## src/rtl/evlvl_intc_pkg.sv

```systemverilog
package evlvl_intc_pkg;
  // register kind selected by address bits [3:2]
  typedef enum logic [1:0] {
    REG_EVT = 2'd0,
    REG_ENA = 2'd1,
    REG_ACK = 2'd2,
    REG_LVL = 2'd3
  } reg_kind_e;

  localparam int unsigned LANE_W = 8;
endpackage

```

## src/rtl/intc_sync.sv

```systemverilog
module intc_sync #(
  parameter int unsigned W = 64
) (
  input  logic         clk,
  input  logic         rst_n,
  input  logic [W-1:0] d_async,
  output logic [W-1:0] q_sync
);
  logic [W-1:0] stage1_q;

  always_ff @(posedge clk or negedge rst_n) begin
    if (!rst_n) begin
      stage1_q <= '0;
      q_sync   <= '0;
    end else begin
      stage1_q <= d_async;
      q_sync   <= stage1_q;
    end
  end
endmodule

```

## src/rtl/intc_regdec.sv

```systemverilog
module intc_regdec
  import evlvl_intc_pkg::*;
#(
  parameter int unsigned ADDR_W   = 6,
  parameter int unsigned NB       = 2,
  parameter int unsigned TOP_SLOT = 2,
  localparam int unsigned BIDX_W  = (NB > 1) ? $clog2(NB) : 1
) (
  input  logic [ADDR_W-1:0] addr,
  output logic              hit,
  output logic [BIDX_W-1:0] bank_idx,
  output reg_kind_e         kind
);
  localparam int unsigned SLOT_W = ADDR_W - 4;
  localparam int LOW_SLOT = int'(TOP_SLOT) - int'(NB) + 1;

  logic [SLOT_W-1:0] slot;
  int                slot_i;
  int                bank_i;

  always_comb begin
    slot     = addr[ADDR_W-1:4];
    slot_i   = int'(slot);
    bank_i   = int'(TOP_SLOT) - slot_i;
    hit      = (addr[1:0] == 2'b00) && (slot_i <= int'(TOP_SLOT)) && (slot_i >= LOW_SLOT);
    bank_idx = BIDX_W'(bank_i);
    kind     = reg_kind_e'(addr[3:2]);
  end
endmodule

```

## src/rtl/intc_bank.sv

```systemverilog
module intc_bank
  import evlvl_intc_pkg::*;
#(
  parameter int unsigned W        = 32,
  parameter logic [W-1:0] LVL_MASK = '0,
  localparam int unsigned BE_W    = W / LANE_W
) (
  input  logic            clk,
  input  logic            rst_n,
  input  logic [W-1:0]    line_s,
  input  logic            wr_ena,
  input  logic            wr_ack,
  input  logic [W-1:0]    wdata,
  input  logic [BE_W-1:0] be,
  output logic [W-1:0]    evt_q,
  output logic [W-1:0]    ena_q,
  output logic            pend
);
  logic [W-1:0] lane_mask;
  logic [W-1:0] prev_q;
  logic [W-1:0] rise;
  logic [W-1:0] clr;

  for (genvar g = 0; g < BE_W; g++) begin : g_lane
    assign lane_mask[g*LANE_W +: LANE_W] = {LANE_W{be[g]}};
  end

  // level-type lines never produce an edge event
  assign rise = line_s & ~prev_q & ~LVL_MASK;
  assign clr  = wr_ack ? (wdata & lane_mask) : '0;

  always_ff @(posedge clk or negedge rst_n) begin
    if (!rst_n) begin
      prev_q <= '0;
      evt_q  <= '0;
      ena_q  <= '0;
    end else begin
      prev_q <= line_s;
      // a new edge wins over a simultaneous acknowledge
      evt_q  <= (evt_q & ~clr) | rise;
      if (wr_ena) ena_q <= (ena_q & ~lane_mask) | (wdata & lane_mask);
    end
  end

  assign pend = |((evt_q | (line_s & LVL_MASK)) & ena_q);
endmodule

```

## src/rtl/evlvl_intc.sv

```systemverilog
module evlvl_intc
  import evlvl_intc_pkg::*;
#(
  parameter int unsigned NUM_SRC     = 64,
  parameter int unsigned BW          = 32,
  parameter int unsigned ADDR_W      = 6,
  parameter int unsigned TOP_SLOT    = 2,
  parameter logic [31:0] LVL_MASK_LO = 32'h1FF0_0000,
  parameter logic [31:0] LVL_MASK_HI = 32'h0000_0000
) (
  input  logic               clk,
  input  logic               rst_n,
  input  logic               bus_sel,
  input  logic               bus_wr,
  input  logic [ADDR_W-1:0]  bus_addr,
  input  logic [BW/8-1:0]    bus_be,
  input  logic [BW-1:0]      bus_wdata,
  output logic               bus_rvalid,
  output logic [BW-1:0]      bus_rdata,
  input  logic [NUM_SRC-1:0] src_in,
  output logic               irq
);
  localparam int unsigned NB     = NUM_SRC / BW;
  localparam int unsigned BIDX_W = (NB > 1) ? $clog2(NB) : 1;

  logic [NUM_SRC-1:0]       src_s;
  logic                     hit;
  logic [BIDX_W-1:0]        bank_idx;
  reg_kind_e                kind;
  logic [NB-1:0][BW-1:0]    ev_all;
  logic [NB-1:0][BW-1:0]    en_all;
  logic [NB-1:0][BW-1:0]    lv_all;
  logic [NB-1:0]            pend_all;
  logic [BW-1:0]            rd_mux;
  logic                     wr_acc;
  logic                     rd_acc;

  assign wr_acc = bus_sel & bus_wr;
  assign rd_acc = bus_sel & ~bus_wr;

  intc_sync #(.W(NUM_SRC)) u_sync (
    .clk     (clk),
    .rst_n   (rst_n),
    .d_async (src_in),
    .q_sync  (src_s)
  );

  intc_regdec #(.ADDR_W(ADDR_W), .NB(NB), .TOP_SLOT(TOP_SLOT)) u_dec (
    .addr     (bus_addr),
    .hit      (hit),
    .bank_idx (bank_idx),
    .kind     (kind)
  );

  for (genvar b = 0; b < NB; b++) begin : g_bank
    logic sel_b;
    assign sel_b      = wr_acc & hit & (bank_idx == BIDX_W'(b));
    assign lv_all[b]  = src_s[b*BW +: BW];

    intc_bank #(
      .W        (BW),
      .LVL_MASK ((b == 0) ? LVL_MASK_LO[BW-1:0] : LVL_MASK_HI[BW-1:0])
    ) u_bank (
      .clk    (clk),
      .rst_n  (rst_n),
      .line_s (src_s[b*BW +: BW]),
      .wr_ena (sel_b & (kind == REG_ENA)),
      .wr_ack (sel_b & (kind == REG_ACK)),
      .wdata  (bus_wdata),
      .be     (bus_be),
      .evt_q  (ev_all[b]),
      .ena_q  (en_all[b]),
      .pend   (pend_all[b])
    );
  end

  always_comb begin
    rd_mux = '0;
    if (hit) begin
      unique case (kind)
        REG_EVT: rd_mux = ev_all[bank_idx];
        REG_ENA: rd_mux = en_all[bank_idx];
        REG_LVL: rd_mux = lv_all[bank_idx];
        default: rd_mux = '0;
      endcase
    end
  end

  always_ff @(posedge clk or negedge rst_n) begin
    if (!rst_n) begin
      bus_rvalid <= 1'b0;
      bus_rdata  <= '0;
    end else begin
      bus_rvalid <= rd_acc;
      if (rd_acc) bus_rdata <= rd_mux;
    end
  end

  assign irq = |pend_all;
endmodule

```

## config.mk

```make
export PLATFORM = sky130hd
export DESIGN_NAME = evlvl_intc
export DESIGN_NICKNAME = d
export VERILOG_FILES = /design/src/rtl/evlvl_intc_pkg.sv /design/src/rtl/intc_sync.sv /design/src/rtl/intc_regdec.sv /design/src/rtl/intc_bank.sv /design/src/rtl/evlvl_intc.sv
export SDC_FILE = /design/constraint.sdc
export NUM_CORES = 1
export LEC_CHECK = 0
export ABC_AREA = 1
export BUFFER_PORTS_ARGS = -buffer_cell sky130_fd_sc_hd__buf_4
export CORE_MARGIN = 2
export CORE_UTILIZATION = 40
export CTS_CLUSTER_SIZE = 14
export DETAILED_ROUTE_END_ITERATION = 8
export MAX_ROUTING_LAYER = met4
export SLEW_MARGIN = 15
export SYNTH_ARGS = -nofsm -noshare
export SYNTH_HDL_FRONTEND = slang
export SYNTH_SLANG_ARGS = --single-unit
```

## constraint.sdc

```tcl
create_clock -name clk -period 1.8 [get_ports clk]
set_input_delay 0.09 -clock clk [delete_from_list [all_inputs] [get_ports clk]]
set_output_delay 0.09 -clock clk [all_outputs]
set_load 0.03 [all_outputs]
```

==> results.py, run 1 <==
metrics = {
    "global_routing": {
        "grt_pass1_wl_um": 55100,
        "grt_usage_pct": 21.1,
        "grt_overflow": 0,
        "grt_use_met1_pct": 29.7,
        "use_met3_pct": 4.46,
        "antenna_found_initial": 1,
        "grt_max_degree": 70,
        "grt_pass1_vias": 10100,
        "use_met2_pct": 31.2,
        "top_usage_layer": "met2",
    },
    "floorplanning": {
        "ios": 144,
        "dieWidth_um": 186,
        "die_height_um": 186,
        "initial_core_util_pct": 40.7,
        "die_area_mm2": 0.0347,
        "fp-row-count": 66,
        "core-area_mm2": 0.0326,
    },
    "pwr": {
        "power.leakage_nw": 8.44,
        "power_density_mw_per_mm2": 1020,
        "irDropWorstVdd_uv": 800,
    },
    "clock_network": {
        "cts.sinks": 344,
        "clkLatencyLatePin_ps": 540,
        "cts-root-buf": "clkbuf_16",
        "clk_pin_slew_ps": 60,
        "cts_buffers": 38,
        "cts_tree": "yes",
        "cts_buffer_depth": 3,
        "htree_num_levels": 2,
    },
    "routing": {
        "wl_per_cell_um": 16.4,
        "first_iter_violations": 733,
        "wirelength_um": 34200,
        "vias_per_cell": 4.86,
        "vias": 10200,
        "antenna_left": 0,
        "firstDrtPassIters": 5,
        "drc": 0,
    },
    "worst_setup_path": {
        "cpPeakStageDelay_ps": 420,
        "cp-end-kind": "output port",
        "cp.required_ps": 1710,
        "reg2reg_depth": 6,
        "startpoint_type": "register",
        "reg2reg_from": "u_sync.q_sync[21]",
        "crit_type": "register to output port",
        "cpMostUsedCell": "nor2_1",
        "cp.arrival_ps": 1860,
        "r2r_slack_ps": 580,
        "r2r_end": "bus_rdata[21]",
        "critical-path-slowest-cell": "dfrtp_1",
        "crit_start": "u_sync.q_sync[21]",
        "path_max_fanout": 2,
        "worstPathCellList": "o21ai_1, nand2_1, nor2_1, nand3_1, nor2_1, nand2_2, buf_6",
    },
    "sta": {
        "slew_violations": 0,
        "fin_crit_sh_pct": 109,
        "setup_ws_ps": -154,
        "whs_ps": 57.6,
        "final_hold_viol_count": 0,
        "max_freq_mhz": 512,
        "finalCriticalPeriod_ps": 1950,
        "grt_setup_unrepaired": "true",
        "slew_headroom_pct": 64.4,
        "tightestPinTransition_ps": 534,
        "finalClockSkew_ps": 19.1,
        "setup_viol": 1,
    },
    "placement": {
        "io_buffers": 143,
        "dp_slack_ps": 112,
        "dp_cells": 1908,
        "gp_congestion": 0.820,
        "hpwlAfterDp_um": 21800,
    },
    "synthesis": {
        "syn_inst": 1357,
        "synth.avg_cell_area_um2": 9.78,
        "syn-num-nets": 1467,
        "synth-seq-cells": 344,
        "yosysUniqueCellTypes": 30,
        "netlist_area_mm2": 0.0133,
        "ys_warn_count": 0,
        "seq_area_frac_synth_pct": 64.9,
    },
    "cells_and_area": {
        "syn_to_final_growth_pct": 30.9,
        "nNetsFinal": 1731,
        "final_cells": 2092,
        "fillers": 2977,
        "drive_gt1_share_pct": 19.7,
    },
    "job": {
        "maxCapViolCount": 0,
    },
    "hold_path": {
        "hp-class": "input port to asynchronous set/reset pin",
    },
    "run_status": {
        "violations": "setup timing",
        "status": "finished with violations",
    },
}
-- worst max path at each step --
stage | endpoint | slack, ps
final | irq | -150
after global routing | irq | -230
after CTS | irq | -200
after detailed placement | irq | 110
after global placement | irq | 100
after floorplan | irq | 710
-- placed cells by master, fill, tap and decap left out, types with 8 or more instances in the layout --
master and count:
nand2_2 13, dfrtp_1 344, clkbuf_16 38, inv_1 102
buf_4 161, buf_12 8, a21oi_1 41, or2_2 31
o21ai_1 44, o211ai_1 23, nand3_1 57, o21ai_2 28
nand2_1 373, dlygate4sd3_1 112, o21ai_0 106, a31oi_1 9
nor2_1 99
-- kinds of logic (layout without fill, tap and decap cells) --
kind of cell    Yosys count  after routing  synth area share, %
buf+inv                 162            454                 5.23
flops                   344            344                 64.9
compound gates          251            251                 10.8
simple gates            600            600                 19.1
other cells               0              1                    0
-- synth_stat cells (all sizes together) --
master / count / area share, %
nand3b: 1 / 0.057
buf: 40 / 1.8
a31oi: 9 / 0.42
nor2: 112 / 3.5
dfrtp: 344 / 65
o21ai: 178 / 7.5
a21oi: 41 / 1.5
nand3: 57 / 2.1
inv: 103 / 2.9
or2: 32 / 1.5
and2: 1 / 0.047
clkbuf: 19 / 0.54
nand2: 390 / 11
nand4: 6 / 0.44
o211ai: 23 / 1.3
nor3: 1 / 0.12
-- through the flow --
stage               util, %  instance area, um^2  setup TNS (ps)  total power (W)
detailed placement     45.6                14900               0          0.00967
global placement       45.6                14900               0          0.00965
floorplan                 -                13300               0          0.00894
finish                 53.2                17400            -154           0.0177
CTS                    53.2                17300            -203           0.0178
global route           53.2                17400            -231           0.0184
-- repair_timing --
item                                    CTS  global route
buffers inserted                          3             0
pin swaps                                 4             5
endpoints found under the setup margin    1             1
hold buffers                            112             0
endpoints found under the hold margin   536             0
gates resized for setup                  11             8
-- layout make-up --
class | instances | area [um^2] | area share (%)
sequential | 344 | 8610 | 49.6
multi-input combinational | 851 | 4020 | 23.2
timing repair buffer | 283 | 2520 | 14.5
clock buffer | 52 | 1070 | 6.18
tap | 442 | 553 | 3.18
inverter | 103 | 387 | 2.23
clock inverter | 16 | 205 | 1.18
antenna | 1 | 2.50 | 0.0144
-- power breakdown --
part / switching [W] / internal [W]
Sequential: 0.000161 / 0.00806
Combinational: 0.000888 / 0.000659
Clock: 0.00312 / 0.00477
Total: 0.00417 / 0.0135
-- worst max-delay path: cells and delay by family, from the launching register on --
kind                   cells  cell delay, ps
AO/OA/AOI/OAI              1             200
buffers and inverters      1             140
flip-flops                 1             420
AND/OR/NAND/NOR            5             570
-- layer usage --
metal / vias to the layer above / wire, um
met2: 350 / 15400
met1: 4894 / 15600
li1: 4869 / -
met3: 58 / 2540
met4: 0 / 718
met5: - / 0
(Power assumes the default switching activity.)
==> inputs of run 2 (changes only) <==
- CELL_PAD_IN_SITES_DETAIL_PLACEMENT: default -> 0
- CELL_PAD_IN_SITES_GLOBAL_PLACEMENT: default -> 1
- PLACE_DENSITY: default -> 0.68
==> run 2 against run 1 <==
  * The run still ends with setup timing left
  * Die area unchanged
  * Core utilization increased by 0.43 points
  * Clock skew decreased by 4.8 ps
  * First-iteration DRC count decreased by 24%
  * Global-route usage increased by 0.57 points
  * Routed wire length increased by 2.5%
  * Count of clock-buffer cells in the layout decreased by 5
  * Combinational power about the same
  * Critical path type unchanged
  * Largest cell class unchanged
==> results.py, run 2 (synthesis results as in run 1) <==
metrics = {
    "sta": {
        "final_hold_viol_count": 0,
        "tightestPinTransition_ps": 536,
        "slew_violations": 0,
        "grt_setup_unrepaired": "true",
        "whs_ps": 67.1,
        "setup_viol": 1,
        "max_freq_mhz": 513,
        "setup_ws_ps": -151,
        "finalCriticalPeriod_ps": 1950,
        "slew_headroom_pct": 64.1,
        "finalClockSkew_ps": 14.4,
        "setup_tns_ps": -151,
        "fin_crit_sh_pct": 108,
    },
    "cells_and_area": {
        "drive_gt1_share_pct": 20.2,
        "nNetsFinal": 1735,
        "final_common_cell": "nand2_1",
        "final_util_pct": 53.7,
        "syn_to_final_growth_pct": 31.9,
        "final_cell_mix": "374 x nand2_1, 344 x dfrtp_1, 162 x buf_4",
        "final_cells": 2095,
        "fin_area_mm2": 0.0175,
    },
    "floorplanning": {
        "core-area_mm2": 0.0326,
        "die_height_um": 186,
        "initial_core_util_pct": 40.7,
        "ios": 144,
        "dieWidth_um": 186,
        "fp-row-count": 66,
        "die_area_mm2": 0.0347,
    },
    "global_routing": {
        "grt_overflow": 0,
        "antenna_found_initial": 1,
        "grt_max_degree": 56,
        "grt_pass1_wl_um": 55400,
        "grt_pass1_vias": 10200,
        "grt_usage_pct": 21.7,
    },
    "clock_network": {
        "clkLatencyLatePin_ps": 540,
        "cts_buffer_depth": 3,
        "clk_pin_slew_ps": 60,
        "cts.sinks": 344,
        "cts_buffers": 39,
        "cts_tree": "yes",
        "htree_num_levels": 2,
        "cts-root-buf": "clkbuf_16",
    },
    "placement": {
        "dp_cells": 1908,
        "hpwlAfterDp_um": 22400,
        "io_buffers": 143,
        "placed_cell_area_mm2": 0.0149,
        "gp_congestion": 0.802,
    },
    "worst_setup_path": {
        "cp-end-kind": "output port",
        "crit_start": "g_bank[1].u_bank.evt_q[2]",
        "reg2reg_depth": 6,
        "path_max_fanout": 2,
        "startpoint_type": "register",
        "crit_type": "register to output port",
        "cp.required_ps": 1710,
        "cp.arrival_ps": 1860,
    },
    "routing": {
        "drc": 0,
        "vias": 9981,
        "vias_per_cell": 4.76,
        "firstDrtPassIters": 5,
        "wl_per_cell_um": 16.7,
        "first_iter_violations": 560,
        "antenna_left": 0,
        "wirelength_um": 35100,
    },
    "pwr": {
        "irDropWorstVdd_uv": 858,
        "power_density_mw_per_mm2": 1040,
        "power.leakage_nw": 8.52,
    },
    "run_status": {
        "violations": "setup timing",
        "status": "finished with violations",
    },
    "job": {
        "maxCapViolCount": 0,
    },
    "hold_path": {
        "hp-class": "input port to asynchronous set/reset pin",
    },
}
## run 2: changes by cell type in the layout (fill, tap and decap cells not counted), moves of 2 or more
| cell | before | now |
|---|---|---|
| bufinv_16 | 4 | 8 |
| clkbuf_1 | 7 | 3 |
| clkbuf_8 | 7 | 5 |
| nor2_4 | 5 | 2 |
| clkinv_2 | 7 | 9 |
| buf_12 | 8 | 11 |
| nor2_2 | 7 | 11 |
| o21ai_0 | 106 | 104 |
| o21ai_1 | 44 | 46 |
## run 2: critical path: stages, from the launching register on
cell and delay [ps]:
dfrtp_1 390, nand2_2 120, nand2_1 70, nor2_1 110
nand2_1 80, nor2_2 120, nand2_1 70, nor2_1 110
nand2_2 100, buf_6 150
## run 2: repair_timing
action | in CTS | in global routing
hold buffers | 111 | 0
pin swaps | 12 | 8
resized for setup | 10 | 8
endpoints found under the hold margin | 536 | 0
setup buffers | 4 | 3
setup endpoints to repair | 1 | 1
## run 2: final timing paths
kind,end,slack (ps)
worst max-delay path,irq,-150
worst min-delay path,bus_rvalid,70
worst max register to register,bus_rdata[21],550
worst min register to register,u_sync.q_sync[34],340
max in group asynchronous,g_bank[1].u_bank.evt_q[14],1040
min in group clk,bus_rdata[8],110
## run 2: final cells by class
class,count,area [um^2]
antenna,1,2.50
clock buffer,47,1060
clock inverter,21,320
fill,3053,15100
inverter,103,387
multi-input combinational,851,4010
sequential,344,8610
tap,442,553
timing repair buffer,286,2570
## run 2: routing by layer
layer / GRT usage, % / share of wire, % / vias up / routed length [um]
met2: 34.1 / 46 / 234 / 16300
met5: - / 0 / - / 0
met4: 6.27 / 2.2 / 0 / 780
li1: - / - / 4872 / -
met1: 29.5 / 47 / 4823 / 16400
met3: 3.19 / 4.6 / 52 / 1600
## run 2: power breakdown
part / total, W / switching, W / leakage [nW] / internal (W)
sequential: 0.00822 / 0.000160 / 4.03 / 0.00806
clock: 0.00849 / 0.00316 / 0.686 / 0.00533
combinational: 0.00154 / 0.000887 / 3.80 / 0.000656
## run 2: per-stage QoR
step / total power (W) / worst slack, ps
global route: 0.0190 / -217
detailed placement: 0.00969 / 214
CTS: 0.0185 / -177
floorplan: 0.00894 / 709
finish: 0.0183 / -151
global placement: 0.00969 / 215
